==> src/rtl/gart_xlate.sv <==
module gart_xlate #(
  parameter int AW          = 32,
  parameter int ENTRIES     = 20,
  parameter int PAGE_BITS   = 12,
  parameter int MIN_AP_BITS = 22,
  parameter int SIZE_STEPS  = 7
) (
  input  logic          clk,
  input  logic          rst_n,
  input  logic [AW-1:0] cfg_base,
  input  logic [2:0]    cfg_size_sel,
  input  logic [AW-1:0] cfg_tbl_base,
  input  logic          inval,
  input  logic          req_valid,
  input  logic [AW-1:0] req_addr,
  output logic          req_ready,
  output logic          rsp_valid,
  output logic [AW-1:0] rsp_addr,
  output logic          fetch_valid,
  output logic [AW-1:0] fetch_addr,
  input  logic          fill_valid,
  input  logic [AW-1:0] fill_data
);
  localparam int IDX_W   = MIN_AP_BITS + SIZE_STEPS - 1 - PAGE_BITS;
  localparam int FRAME_W = AW - PAGE_BITS;
  localparam int PTR_W   = $clog2(ENTRIES);

  logic [ENTRIES-1:0]   vld;
  logic [IDX_W-1:0]     tag   [ENTRIES];
  logic [FRAME_W-1:0]   frame [ENTRIES];
  logic [PTR_W-1:0]     rr;
  logic                 waiting;
  logic [IDX_W-1:0]     pend_idx;
  logic [PAGE_BITS-1:0] pend_off;

  logic [2:0]           sel_c;
  logic [AW-1:0]        ap_mask;
  logic                 in_ap;
  logic [IDX_W-1:0]     pg_idx;
  logic                 hit;
  logic [FRAME_W-1:0]   hit_frame;
  logic                 free_any;
  logic [PTR_W-1:0]     free_idx;
  logic [PTR_W-1:0]     victim;
  logic                 accept;
  logic                 do_fill;

  assign sel_c     = (cfg_size_sel > 3'(SIZE_STEPS - 1)) ? 3'(SIZE_STEPS - 1) : cfg_size_sel;
  assign ap_mask   = (AW'(1) << (MIN_AP_BITS + int'(sel_c))) - AW'(1);
  assign in_ap     = ((req_addr ^ cfg_base) & ~ap_mask) == '0;
  assign pg_idx    = IDX_W'((req_addr & ap_mask) >> PAGE_BITS);
  assign req_ready = !waiting;
  assign accept    = req_valid && !waiting;
  assign do_fill   = fill_valid && waiting;
  assign victim    = free_any ? free_idx : rr;

  always_comb begin
    hit       = 1'b0;
    hit_frame = '0;
    for (int i = 0; i < ENTRIES; i++) begin
      if (vld[i] && tag[i] == pg_idx) begin
        hit       = 1'b1;
        hit_frame = frame[i];
      end
    end
  end

  always_comb begin
    free_any = 1'b0;
    free_idx = '0;
    for (int i = ENTRIES - 1; i >= 0; i--) begin
      if (!vld[i]) begin
        free_any = 1'b1;
        free_idx = PTR_W'(i);
      end
    end
  end

  always_ff @(posedge clk) begin
    if (do_fill) begin
      tag[victim]   <= pend_idx;
      frame[victim] <= fill_data[AW-1:PAGE_BITS];
    end
  end

  always_ff @(posedge clk or negedge rst_n) begin
    if (!rst_n) begin
      vld         <= '0;
      rr          <= '0;
      waiting     <= 1'b0;
      pend_idx    <= '0;
      pend_off    <= '0;
      rsp_valid   <= 1'b0;
      rsp_addr    <= '0;
      fetch_valid <= 1'b0;
      fetch_addr  <= '0;
    end else begin
      rsp_valid   <= 1'b0;
      fetch_valid <= 1'b0;
      if (accept) begin
        if (!in_ap) begin
          rsp_valid <= 1'b1;
          rsp_addr  <= req_addr;
        end else if (hit) begin
          rsp_valid <= 1'b1;
          rsp_addr  <= {hit_frame, req_addr[PAGE_BITS-1:0]};
        end else begin
          waiting     <= 1'b1;
          fetch_valid <= 1'b1;
          fetch_addr  <= cfg_tbl_base + AW'({pg_idx, 2'b00});
          pend_idx    <= pg_idx;
          pend_off    <= req_addr[PAGE_BITS-1:0];
        end
      end
      if (do_fill) begin
        waiting     <= 1'b0;
        rsp_valid   <= 1'b1;
        rsp_addr    <= {fill_data[AW-1:PAGE_BITS], pend_off};
        vld[victim] <= 1'b1;
        if (!free_any)
          rr <= (rr == PTR_W'(ENTRIES - 1)) ? '0 : rr + 1'b1;
      end
      if (inval)
        vld <= '0;
    end
  end
endmodule

==> config.mk <==
export PLATFORM = sky130hd
export DESIGN_NAME = gart_xlate
export DESIGN_NICKNAME = d
export VERILOG_FILES = /design/src/rtl/gart_xlate.sv
export SDC_FILE = /design/constraint.sdc
export NUM_CORES = 1
export LEC_CHECK = 0
export CORE_MARGIN = 1
export CORE_UTILIZATION = 30
export CTS_CLUSTER_DIAMETER = 150
export DETAILED_ROUTE_END_ITERATION = 10
export PLACE_DENSITY = 0.54
export SYNTH_ARGS = -nofsm -noshare
export SYNTH_HDL_FRONTEND = slang
export SYNTH_SLANG_ARGS = --single-unit
export TNS_END_PERCENT = 100
==> constraint.sdc <==
create_clock -name clk -period 11.13 [get_ports clk]
set_input_delay 3.339 -clock clk [delete_from_list [all_inputs] [get_ports clk]]
set_output_delay 3.339 -clock clk [all_outputs]
set_load 0.01 [all_outputs]
==> results.py, run 1 <==
metrics = {
    "synthesis": {
        "yosys.cell_types.count": 88,
        "ys_warn_count": 0,
        "synth_commonest_cells": "edfxtp_1, nand2_1, xor2_1, xnor2_1, nor2_1",
        "netlist.area_leader.share_pct": 58.00,
        "synth_area_sq_um": 37280,
        "postSynthAreaPerCell_sq_um": 13.26,
        "postSynth.asyncResetShare_pct": 14.29,
        "synth_enable_flop_cells": 720,
        "postSynthCellCount": 2812,
        "ys_seq_area_share_pct": 66.05,
        "post_synth_main_area_contributors": "edfxtp_1, dfrtp_1, xor2_1",
        "synthesis.nets": 2971,
        "synth-seq-cells": 840,
        "synth-main-ff-cell": "edfxtp_1",
        "synth_area_leader_cell": "edfxtp_1",
        "synth_most_common_cell": "edfxtp_1",
    },
    "clock_network": {
        "post_cts_setup_bufs": 0,
        "cts.path.max_buffers": 3,
        "cts_tree": "done",
        "holdBufCountCts": 0,
        "cts.repair.resized": 0,
        "clockRootBuffer": "clkbuf_16",
        "cts_inserted_buffers": 91,
        "clk_pin_slew_ns": 0.06,
        "cts_num_sinks": 840,
        "htree_levels": 3,
        "worst_skew_pair.late_latency_ns": 0.67,
    },
    "final_layout": {
        "layout-drive-gt1-share_pct": 10.22,
        "num_antenna_cells": 0,
        "area_growth_pct": 18.47,
        "filler_cell_count": 11940,
        "layout_net_count": 3163,
        "utilization_pct": 36.05,
    },
    "global_route": {
        "via_count_of_the_first_global_routing_pass": 24120,
        "antenna_found_initial": 2,
        "grt_pass1_wl_microns": 172400,
        "global_route.usage.total_pct": 18.79,
        "maximum_number_of_pins_on_one_net_before_global_route_repair": 90,
        "total_global_routing_overflow": 0,
    },
    "detailed_routing": {
        "via_per_inst": 5.279,
        "post_drt_wl_per_cell_microns": 25.44,
        "drc_errors": 0,
        "final_antenna_net_count": 0,
        "via_count": 24850,
        "wirelength_microns": 119800,
        "dr.first_iter.drc_count": 2401,
        "drt-pass1-iter-count": 5,
    },
    "timing": {
        "setup-violations-final": 0,
        "clock-skew-final_ns": 0.02904,
        "layout_worst_path_cycle_share_pct": 81.99,
        "setup_repair_after_global_routing_missed_its_margin": "false",
        "timing.fmax_mhz": 109.6,
        "slew_headroom_pct": 12.84,
        "finalHoldWorstSlack_ns": 0.4502,
        "setup_tns_ns": 0,
        "finalHoldViolations": 0,
        "max_slew.worst_pin.slew_ns": 1.307,
        "timing.final.crit_period_ns": 9.126,
        "slew_viol_final": 0,
    },
    "worst_setup_path": {
        "worst-path-max-fanout": 25,
        "critPathLaunch": "cfg_size_sel[1]",
        "critical_path_class": "in2reg",
        "kind_of_start_point_of_the_critical_path": "primary input",
        "setup.worst_path.end_class": "flip-flop",
        "r2r-start": "tag[17][5]$_DFFE_PP_",
        "reg2regPathDepth": 10,
        "r2r_slack_ns": 6.81,
        "crit_required_ns": 11.71,
        "reg2reg_to": "rsp_addr[20]$_DFFE_PN0P_",
        "crit_arrival_ns": 9.70,
    },
    "placement": {
        "portBuffers": 174,
        "dp_hpwl_microns": 74510,
        "gp_routability_congestion": 0.8342,
    },
    "run": {
        "cap_viol_max_count": 0,
    },
    "worst_hold_path": {
        "worstHoldPathCells": 0,
        "hp-start": "pend_idx[8]$_DFFE_PN0P_",
        "timing.hold.worst.class": "reg2reg",
        "hold_path_sink": "tag[17][8]$_DFFE_PP_",
    },
    "die": {
        "initial_standard_cell_utilization_of_the_core_pct": 30.43,
        "pin_count": 203,
        "fp.dieW_microns": 354.5,
        "row_count": 128,
        "floorplan.die_area_sq_um": 125700,
        "core_area_sq_um": 122500,
        "die_boundary_height_microns": 354.5,
    },
    "power_and_ir_drop": {
        "powerDensity_nw_per_um2": 164.2,
        "total_leakage_power_nw": 14.87,
        "vdd.ir_drop.worst_uv": 107.1,
    },
    "outcome": {
        "run_status": "finished clean",
    },
}
-- per-stage QoR --
step / power (mW) / setup WS [ns] / instances / cell area, sq um
2_1_floorplan: 3.903 / 3.645 / 2812 / 37280
5_1_grt: 7.473 / 1.737 / 4707 / 44160
4_1_cts: 7.310 / 2.089 / 4707 / 44160
3_3_place_gp: 4.255 / 1.441 / 4536 / 41150
3_5_place_dp: 4.261 / 1.412 / 4536 / 41150
6_report: 7.250 / 2.004 / 4707 / 44160
-- area by class of cell --
class,instances,area [sq um],share of cell area (%)
inverter,51,196.4,0.4448
clock inverter,34,349.1,0.7905
tap,1625,2033,4.604
multi-input combinational,1759,11940,27.03
clock buffer,137,2664,6.032
timing repair buffer,261,2359,5.341
sequential,840,24620,55.76
-- worst max-delay path by stage --
| stage | cells past startpoint | end |
|---|---|---|
| 6_report | 18 | rsp_addr[20]$_DFFE_PN0P_ |
| 5_1_grt | 20 | fetch_addr[12]$_DFFE_PN0P_ |
| 4_1_cts | 18 | rsp_addr[20]$_DFFE_PN0P_ |
| 3_5_place_dp | 18 | rsp_addr[20]$_DFFE_PN0P_ |
| 3_3_place_gp | 20 | fetch_addr[12]$_DFFE_PN0P_ |
| 2_1_floorplan | 20 | fetch_addr[1]$_DFFE_PN0P_ |
-- per-layer routing --
layer	GRT usage [%]	routed length [microns]	up-vias
li1	-	-	11090
met1	26.20	53290	12670
met2	29.83	54910	944
met3	3.419	8909	143
met4	5.293	2655	0
met5	0	0	-
-- power breakdown --
group / total (mW) / switching, mW / internal (mW)
logic: 0.591 / 0.359 / 0.232
clock network: 3.05 / 1.26 / 1.79
registers: 3.60 / 0.0719 / 3.53
-- sequential cells by signal, summed over array words and instances (netlist names) --
signal       cells
rsp_valid        1
frame          400
waiting          1
rsp_addr        32
pend_off        12
tag            320
rr               5
fetch_valid      1
vld             20
pend_idx        16
fetch_addr      32
-- cells by family (layout without fill, tap and decap cells) --
logic type	Yosys count	in the layout	share of synthesized area, %
flip-flops	840	840	66.05
AND/OR/NAND/NOR	798	798	10.68
AO/OA/AOI/OAI	538	538	10.13
XOR/XNOR	349	349	8.200
buffers and inverters	213	483	2.500
multiplexers	51	51	1.638
adder cells (fa/ha/maj)	23	23	0.7921
-- critical path, stage by stage --
cell and delay (ns):
clkdlybuf4s50_1 0.89, inv_1 0.14, ha_1 0.60, nand3_1 0.23, ha_1 0.33, nand2b_1 0.11
mux2i_1 0.18, buf_4 0.19, o21a_1 0.59, inv_6 0.25, xnor2_1 0.23, or4b_2 0.66
nand4_1 0.13, or4_4 0.16, nor2_4 0.06, nor2_4 0.86, o211ai_1 0.42, a31oi_1 0.28
-- placed cells by master (no fill, tap or decap), types with 27 or more instances in the layout --
| master | instances |
|---|---|
| clkdlybuf4s50_1 | 163 |
| nor2_1 | 120 |
| dfrtp_1 | 120 |
| xnor2_1 | 148 |
| o21ai_0 | 116 |
| or3_1 | 28 |
| nand3_1 | 87 |
| a21oi_1 | 66 |
| a31oi_1 | 65 |
| nand4_1 | 48 |
| clkbuf_16 | 94 |
| edfxtp_1 | 720 |
| nor3_1 | 27 |
| nor4_1 | 58 |
| buf_4 | 86 |
| and3_1 | 28 |
| clkbuf_1 | 28 |
| xor2_1 | 201 |
| nand2_1 | 266 |
| o221ai_1 | 68 |
| inv_1 | 49 |
Power figures use the tool's default switching activity.
==> inputs of run 2 (changes only) <==
==> constraint.sdc (replaced) <==
create_clock -name clk -period 8.72 [get_ports clk]
set_input_delay 2.616 -clock clk [delete_from_list [all_inputs] [get_ports clk]]
set_output_delay 2.616 -clock clk [all_outputs]
set_load 0.01 [all_outputs]
==> run 2 against run 1 <==
Against the previous run:
- non-clock buffer count is 20 higher
- worst setup slack worse by 0.89 ns
- sequential share of layout area is 0.26 points lower
- worst hold slack better by 0.029 ns
- count of clock-buffer cells in the layout is 15 lower
- total power is 27% higher
- largest power group unchanged
==> results.py, run 2 (synthesis gave the netlist of run 1 again) <==
metrics = {
    "clock_network": {
        "holdBufCountCts": 0,
        "cts.repair.resized": 0,
        "htree_levels": 3,
        "cts_num_sinks": 840,
        "cts_tree": "done",
        "clockRootBuffer": "clkbuf_16",
        "cts.path.max_buffers": 3,
        "clk_pin_slew_ns": 0.06,
        "post_cts_setup_bufs": 0,
        "worst_skew_pair.late_latency_ns": 0.69,
        "cts_inserted_buffers": 91,
    },
    "detailed_routing": {
        "via_count": 24800,
        "wirelength_microns": 119200,
        "dr.first_iter.drc_count": 2296,
        "post_drt_wl_per_cell_microns": 25.23,
        "final_antenna_net_count": 0,
        "via_per_inst": 5.251,
        "drt-pass1-iter-count": 5,
        "drc_errors": 0,
    },
    "final_layout": {
        "layout_commonest_cell": "edfxtp_1",
        "layout_net_count": 3183,
        "filler_cell_count": 11760,
        "top_register": "frame",
        "largest_registers": "frame: 400 flops, tag: 320 flops",
        "area_growth_pct": 19.03,
        "seqCellArea_sq_um": 24620,
        "multiInputGateArea_sq_um": 11940,
        "final-instance-count-excl-fill": 4723,
        "utilization_pct": 36.22,
        "layout-drive-gt1-share_pct": 10.85,
        "largest_register_ffs": 400,
        "layout_common_cells": "edfxtp_1, nand2_1, xor2_1",
    },
    "placement": {
        "dp_hpwl_microns": 78780,
        "pre_cts_slack_ns": 0.4161,
        "placedCellCount": 4556,
        "gp_routability_congestion": 0.8706,
        "portBuffers": 174,
    },
    "die": {
        "pin_count": 203,
        "fp.dieW_microns": 354.5,
        "row_count": 128,
        "die_boundary_height_microns": 354.5,
        "floorplan.die_area_sq_um": 125700,
        "core_area_sq_um": 122500,
        "initial_standard_cell_utilization_of_the_core_pct": 30.43,
    },
    "outcome": {
        "run_status": "finished clean",
    },
    "timing": {
        "timing.fmax_mhz": 131.5,
        "setup_repair_after_global_routing_missed_its_margin": "false",
        "max_slew.worst_pin.slew_ns": 1.250,
        "slew_headroom_pct": 16.64,
        "setup-violations-final": 0,
        "setup_tns_ns": 0,
        "slew_viol_final": 0,
        "layout_worst_path_cycle_share_pct": 87.23,
        "finalHoldViolations": 0,
        "postLayoutSetupSlackWorst_ns": 1.113,
        "timing.final.crit_period_ns": 7.607,
        "clock-skew-final_ns": 0.05535,
    },
    "power_and_ir_drop": {
        "powerDensity_nw_per_um2": 208.3,
        "internal_power_mw": 7.053,
        "total_power_mw": 9.241,
        "total_leakage_power_nw": 14.98,
        "power.sequential.fraction_pct": 50.2,
        "clock_power_share_pct": 42.2,
        "power.combinational.fraction_pct": 7.6,
        "switching_share_pct": 23.68,
        "vdd.ir_drop.worst_uv": 139.9,
        "switching_power_mw": 2.188,
    },
    "worst_setup_path": {
        "critical_path.slowest_cell": "clkdlybuf4s50_1",
        "critPathLaunch": "cfg_size_sel[2]",
        "crit_top_cell": "ha_1",
        "crit_required_ns": 9.28,
        "kind_of_start_point_of_the_critical_path": "primary input",
        "worst_path_largest_cell_delay_ns": 0.67,
        "r2r-start": "tag[10][7]$_DFFE_PP_",
        "r2r_slack_ns": 4.40,
        "reg2regPathDepth": 12,
        "worst-path-max-fanout": 76,
        "cell_by_cell_listing_of_the_critical_path": "clkdlybuf4s50_1 > inv_1 > ha_1 > nand3_1 > ha_1 > nand2b_1 > mux2i_1 > o21a_1 > inv_6 > xnor2_1 > and4b_1 > or4_1 > or4_4 > nor2_4 > nand2_4 > buf_12 > mux2_4",
        "reg2reg_to": "rsp_addr[22]$_DFFE_PN0P_",
        "critical_path_class": "in2reg",
        "setup.worst_path.end_class": "flip-flop",
        "crit_arrival_ns": 8.16,
    },
    "run": {
        "cap_viol_max_count": 0,
    },
    "global_route": {
        "total_global_routing_overflow": 0,
        "grt_pass1_wl_microns": 172300,
        "antenna_found_initial": 1,
        "global_route.usage.total_pct": 18.69,
        "maximum_number_of_pins_on_one_net_before_global_route_repair": 82,
        "via_count_of_the_first_global_routing_pass": 24340,
    },
    "worst_hold_path": {
        "hp-start": "pend_off[7]$_DFFE_PN0P_",
        "hold_path_sink": "rsp_addr[7]$_DFFE_PN0P_",
        "worstHoldPathCells": 2,
        "timing.hold.worst.class": "reg2reg",
    },
}
run 2: cell count changes in the layout (fill, tap and decap cells not counted), sizes merged:
cell | before | now
buf | 98 | 118
clkbuf | 137 | 122
clkinv | 25 | 30
bufinv | 6 | 8
inv | 53 | 55
clkinvlp | 1 | 2
diode | 0 | 1
run 2: worst max path at each step:
| stage | end | slack, ns |
|---|---|---|
| 5_1_grt | pend_off[5]$_DFFE_PN0P_ | 0.77 |
| 6_report | pend_off[6]$_DFFE_PN0P_ | 1.11 |
| 3_3_place_gp | fetch_addr[2]$_DFFE_PN0P_ | 0.44 |
| 4_1_cts | pend_off[6]$_DFFE_PN0P_ | 1.11 |
| 3_5_place_dp | pend_off[0]$_DFFE_PN0P_ | 0.42 |
| 2_1_floorplan | fetch_addr[1]$_DFFE_PN0P_ | 1.96 |
run 2: area by class of cell:
| type | count | area share, % |
|---|---|---|
| multi-input combinational | 1759 | 26.92 |
| antenna | 1 | 0.005640 |
| inverter | 51 | 0.4427 |
| clock inverter | 44 | 1.190 |
| tap | 1625 | 4.582 |
| sequential | 840 | 55.49 |
| clock buffer | 122 | 5.575 |
| timing repair buffer | 281 | 5.795 |
run 2: per-stage QoR:
step	area (sq um)	hold WS, ns
floorplan	37280	0.4444
global placement	41370	0.4533
detailed placement	41370	0.4587
CTS	44370	0.4779
global route	44370	0.5021
finish	44370	0.4793
run 2: critical path: cells and delay by family:
family                     cells  cell delay (ns)
AOI/OAI and AO/OA              1             0.30
xor gates and xnor gates       1             0.15
adders and majority gates      2             0.91
and+or+nand+nor                7             2.11
muxes                          2             0.80
buffers and inverters          4             1.23
run 2: routing by layer:
metal	routed length [microns]	vias to the layer above	track usage (%)
met1	53110	12560	26.21
met2	54170	981	29.40
li1	-	11110	-
met4	2814	0	5.302
met5	0	-	0
met3	9065	148	3.517
run 2: power groups by stage:
stage	registers, mW	logic, mW	clock network, mW
after floorplan	4.69	0.293	0
after global placement	4.72	0.704	0
after detailed placement	4.72	0.708	0
after CTS	4.64	0.712	3.96
after global routing	4.65	0.763	4.11
final	4.64	0.705	3.90
